===== src/rtl/vpl_pkg.sv =====
package vpl_pkg;
  localparam int unsigned BYTE_W    = 8;
  localparam int unsigned BIT_IDX_W = $clog2(BYTE_W);
  typedef logic [BYTE_W-1:0] byte_t;
endpackage


===== src/rtl/vpl_deser.sv =====
module vpl_deser
  import vpl_pkg::*;
(
  input  logic  clk,
  input  logic  rst_n,
  input  logic  capture_dr,
  input  logic  shift_dr,
  input  logic  tdi,
  output byte_t next_byte,
  output logic  byte_last,
  output logic  tdo
);
  logic [BIT_IDX_W-1:0] bit_q;
  byte_t                sr_q;

  always_ff @(posedge clk or negedge rst_n) begin
    if (!rst_n) begin
      bit_q <= '0;
      sr_q  <= '0;
    end else if (capture_dr) begin
      bit_q <= '0;
      sr_q  <= '0;
    end else if (shift_dr) begin
      sr_q  <= next_byte;
      bit_q <= bit_q + 1'b1;
    end
  end

  always_comb begin
    next_byte = {tdi, sr_q[BYTE_W-1:1]};
    byte_last = shift_dr && !capture_dr && (bit_q == BIT_IDX_W'(BYTE_W-1));
    tdo       = sr_q[0];
  end


  capture_clears_chk: assert property (@(posedge clk) disable iff (!rst_n)
    capture_dr |=> (bit_q == '0) && (sr_q == '0));


  msb_takes_tdi_chk: assert property (@(posedge clk) disable iff (!rst_n)
    (shift_dr && !capture_dr) |=> (sr_q[BYTE_W-1] == $past(tdi)));
endmodule


===== src/rtl/vpl_page_addr.sv =====
module vpl_page_addr #(
  parameter int unsigned PAGE_BYTES = 256,
  localparam int unsigned ADDR_W = $clog2(PAGE_BYTES),
  localparam int unsigned CNT_W  = $clog2(PAGE_BYTES + 1)
) (
  input  logic              clk,
  input  logic              rst_n,
  input  logic              capture_dr,
  input  logic              byte_last,
  output logic              write_req,
  output logic [ADDR_W-1:0] addr,
  output logic              full
);
  logic [CNT_W-1:0] cnt_q;

  always_ff @(posedge clk or negedge rst_n) begin
    if (!rst_n)          cnt_q <= '0;
    else if (capture_dr) cnt_q <= '0;
    else if (write_req)  cnt_q <= cnt_q + 1'b1;
  end

  always_comb begin
    full      = (cnt_q == CNT_W'(PAGE_BYTES));
    write_req = byte_last && !full;
    addr      = cnt_q[ADDR_W-1:0];
  end


  count_bounded_chk: assert property (@(posedge clk) disable iff (!rst_n)
    cnt_q <= CNT_W'(PAGE_BYTES));


  count_steps_chk: assert property (@(posedge clk) disable iff (!rst_n)
    (write_req && !capture_dr) |=> (cnt_q == $past(cnt_q) + 1'b1));
endmodule


===== src/rtl/vpl_wr_port.sv =====
module vpl_wr_port
  import vpl_pkg::*;
#(
  parameter int unsigned ADDR_W = 8
) (
  input  logic              clk,
  input  logic              rst_n,
  input  logic              req,
  input  logic [ADDR_W-1:0] req_addr,
  input  byte_t             req_data,
  output logic              wvalid,
  input  logic              wready,
  output logic [ADDR_W-1:0] waddr,
  output byte_t             wdata
);
  logic slot_free;

  assign slot_free = !wvalid || wready;

  always_ff @(posedge clk or negedge rst_n) begin
    if (!rst_n) begin
      wvalid <= 1'b0;
      waddr  <= '0;
      wdata  <= '0;
    end else if (req && slot_free) begin
      wvalid <= 1'b1;
      waddr  <= req_addr;
      wdata  <= req_data;
    end else if (wvalid && wready) begin
      wvalid <= 1'b0;
    end
  end


  hold_under_stall_chk: assert property (@(posedge clk) disable iff (!rst_n)
    (wvalid && !wready) |=> wvalid && $stable(waddr) && $stable(wdata));
endmodule


===== src/rtl/vpl_page_load_dr.sv =====
module vpl_page_load_dr
  import vpl_pkg::*;
#(
  parameter int unsigned PAGE_BYTES = 256,
  localparam int unsigned ADDR_W = $clog2(PAGE_BYTES)
) (
  input  logic              tck,
  input  logic              rst_n,
  input  logic              capture_dr,
  input  logic              shift_dr,
  input  logic              update_dr,
  input  logic              tdi,
  output logic              tdo,
  output logic              pb_valid,
  input  logic              pb_ready,
  output logic [ADDR_W-1:0] pb_addr,
  output logic [BYTE_W-1:0] pb_data
);
  byte_t             next_byte;
  logic              byte_last;
  logic              write_req;
  logic [ADDR_W-1:0] cur_addr;
  logic              page_full;

  vpl_deser u_deser (
    .clk        (tck),
    .rst_n      (rst_n),
    .capture_dr (capture_dr),
    .shift_dr   (shift_dr),
    .tdi        (tdi),
    .next_byte  (next_byte),
    .byte_last  (byte_last),
    .tdo        (tdo)
  );

  vpl_page_addr #(.PAGE_BYTES(PAGE_BYTES)) u_addr (
    .clk        (tck),
    .rst_n      (rst_n),
    .capture_dr (capture_dr),
    .byte_last  (byte_last),
    .write_req  (write_req),
    .addr       (cur_addr),
    .full       (page_full)
  );

  vpl_wr_port #(.ADDR_W(ADDR_W)) u_wr (
    .clk      (tck),
    .rst_n    (rst_n),
    .req      (write_req),
    .req_addr (cur_addr),
    .req_data (next_byte),
    .wvalid   (pb_valid),
    .wready   (pb_ready),
    .waddr    (pb_addr),
    .wdata    (pb_data)
  );


  no_write_without_shift_chk: assert property (@(posedge tck) disable iff (!rst_n)
    !shift_dr |=> !$rose(pb_valid));


  update_moves_nothing_chk: assert property (@(posedge tck) disable iff (!rst_n)
    (update_dr && !shift_dr) |=> !$rose(pb_valid));


  full_page_silent_chk: assert property (@(posedge tck) disable iff (!rst_n)
    (page_full && !capture_dr && !pb_valid) |=> !pb_valid);
endmodule


===== config.mk =====
export PLATFORM = sky130hd
export DESIGN_NAME = vpl_page_load_dr
export DESIGN_NICKNAME = d
export VERILOG_FILES = /design/src/rtl/vpl_pkg.sv /design/src/rtl/vpl_deser.sv /design/src/rtl/vpl_page_addr.sv /design/src/rtl/vpl_wr_port.sv /design/src/rtl/vpl_page_load_dr.sv
export SDC_FILE = /design/constraint.sdc
export NUM_CORES = 1
export LEC_CHECK = 0
export BUFFER_PORTS_ARGS = -buffer_cell sky130_fd_sc_hd__clkbuf_2
export CAP_MARGIN = 20
export CORE_MARGIN = 2
export CORE_UTILIZATION = 40
export DETAILED_ROUTE_END_ITERATION = 8
export SETUP_SLACK_MARGIN = 0.3
export SLEW_MARGIN = 5
export SYNTH_ARGS = -nofsm -noshare
export SYNTH_HDL_FRONTEND = slang
export SYNTH_HIERARCHICAL = 1
export SYNTH_SLANG_ARGS = --single-unit

===== constraint.sdc =====
create_clock -name tck -period 3.92 [get_ports tck]
set_clock_uncertainty 0.2 [all_clocks]
set_input_delay 0.588 -clock tck [delete_from_list [all_inputs] [get_ports tck]]
set_output_delay 0.588 -clock tck [all_outputs]
set_load 0.02 [all_outputs]

==> results.yml <==
run_status:
  status: "completed"
clock_tree:
  clk_pin_slew_ns: 0.07
  cts_hold_buf: 0
  clk_path_buf_depth: 2
  clock-sinks: 37
  clkLatencyLatePin_ns: 0.27
  cts_setup_buffers: 0
  cts_tree: "built"
  cts-resized-gates: 0
  root_buffer: "clkbuf_8"
  htree_levels: 2
  numCtsBuffers: 5
setup_path:
  crit_chain: "or4_4 > o41a_4 > nand2_4 > mux2_2"
  critPathMaxStageDelay_ns: 0.57
  cp.required_ns: 3.88
  crit_buf_inv: 0
  arrival_ns: 2.31
  crit_path_top_delay_cell: "or4_4"
  critical_path.top_delay_family: "simple AND/OR/NAND/NOR gates"
  start_kind: "register"
  crit_type: "reg -> reg"
  critPathMaxFanout: 16
  endpoint_kind: "register"
synthesis:
  syn-num-nets: 147
  avgSynthCellArea_um2: 12.85
  netlist_area_um2: 1748
  syn_inst: 136
  yosysWarnings: 6
global_route:
  overflow: 0
  grt_pass1_vias: 1015
  grt_pass1_wl_um: 4809
  track_usage: 0.1247
  antenna_found_initial: 0
  grt_max_degree: 38
sta:
  setup_tns_ns: 0
  maxSlewViolCount: 0
  period_needed_ns: 2.354
  rsz0062_at_grt: "no"
  tightest_slew_ns: 0.9084
  finalHoldViolCount: 0
  period_share: 0.6006
  fmax_mhz: 424.7
  setup_viol: 0
  relSlewSlack: 0.3944
cells_and_area:
  fill_cells: 401
  instances_no_fill: 206
  final_layout_size_suffix_gt1_frac: 0.3247
  multi_input_area_um2: 705.7
  syn_to_final_growth_pct: 8.661
  seq_area_um2: 925.9
  n_antenna_cell: 0
  nets: 164
floorplanning:
  fp-row-count: 24
  start_util: 0.4071
  die_w_um: 70.11
  die_height_um: 70.11
  pin_count: 25
  dieArea_um2: 4915
  coreArea_um2: 4294
pwr:
  peakVddDrop_mv: 0.1206
  cellPowerDensity_nw_per_um2: 345.8
  cellLeakagePower_uw: 0.0009875
placement:
  finalWeightedCongestion: 0.7478
  portBuffers: 23
  dp.cells: 198
  dp_hpwl_um: 1916
route:
  antenna_left: 0
  wl_per_cell_um: 13.55
  firstDrtPassIters: 4
  routed_wl_um: 2791
  vias: 1026
  drt-met1-wl_um: 1232
  wl_met2_um: 1454
  highest_layer: "met4"
  wl_met3_um: 87
  viasPerCell: 4.981
  drt_iter0_markers: 38
  drc: 0
worst_hold_path:
  hold_class: "in -> async"
flow_run:
  maxCapViolCount: 0
==> where the power goes <==
group | internal [µW] | switching, µW | leakage, µW
Sequential | 385 | 2.36 | 0.000515
Combinational | 8.70 | 17.3 | 0.000433
Clock | 126 | 117 | 0.0000395
==> area by class of cell <==
| class | instances | area share |
|---|---|---|
| inverters | 2 | 0.003953 |
| clock buffers | 8 | 0.04216 |
| flip-flops and latches | 37 | 0.4875 |
| well taps | 52 | 0.03426 |
| multi-input cells | 84 | 0.3715 |
| repair buffers | 23 | 0.06061 |
==> worst register-to-register path, delay by kind of cell, from the launching register on <==
| kind | cells | cell delay (ns) |
|---|---|---|
| AO/OA/AOI/OAI | 1 | 0.41 |
| AND/OR/NAND/NOR | 2 | 0.82 |
| multiplexers | 1 | 0.39 |
| flip-flops | 1 | 0.43 |
==> metrics by stage <==
stage	setup slack (ns)	total power (µW)	area [µm²]	utilization	hold slack, ns
3_5_place_dp	1.333	421.4	1819	0.4237	0.2949
2_1_floorplan	1.707	409.7	1748	-	0.09241
5_1_grt	1.419	694.1	1899	0.4423	0.2973
6_report	1.566	656.9	1899	0.4423	0.2327
4_1_cts	1.553	672.0	1899	0.4423	0.2635
3_3_place_gp	1.410	420.3	1819	0.4237	0.2889
==> state kept, by name (all words and copies together), names as in the netlist <==
name,flops
u_deser/sr_q,8
u_wr/wdata,8
u_addr/cnt_q,9
u_wr/waddr,8
u_deser/bit_q,3
u_wr/wvalid,1
==> path summary, 6_finish.rpt <==
path                       slack (ns)  cells after the start       startpoint       endpoint
min in group tck                 0.30                      1    u_wr/wdata[7]  u_wr/wdata[7]
max in group asynchronous        2.73                      1            rst_n  u_wr/waddr[7]
max                              1.57                      4  u_addr/cnt_q[3]  u_wr/waddr[3]
min                              0.23                      1            rst_n  u_wr/wdata[0]
max reg2reg                      1.57                      4  u_addr/cnt_q[3]  u_wr/waddr[3]
min reg2reg                      0.30                      1    u_wr/wdata[7]  u_wr/wdata[7]
==> per-layer routing <==
metal	track usage	vias to the layer above
li1	-	495
met1	0.1528	512
met2	0.2011	17
met3	0.04906	2
met4	0.04274	0
met5	0	-
==> cell usage in the layout, fill, tap and decap left out <==
cell	count
nor2_1	17
ha_1	4
nand2b_1	2
nand4_1	2
xnor2_1	1
xor2_1	2
nor2b_1	1
a21oi_1	4
mux2i_1	11
nand2_1	8
or4_1	2
or2b_1	1
clkbuf_2	23
o21ai_0	1
nor4_1	1
and3b_1	1
inv_1	2
o41a_4	1
or4_4	1
nand2_4	1
mux2_4	11
or3_1	1
mux2_2	7
o31ai_1	2
clkbuf_8	5
dfrtp_1	37
o41ai_1	1
clkbuf_1	3
nand2b_4	1
(Power assumes the default switching activity.)
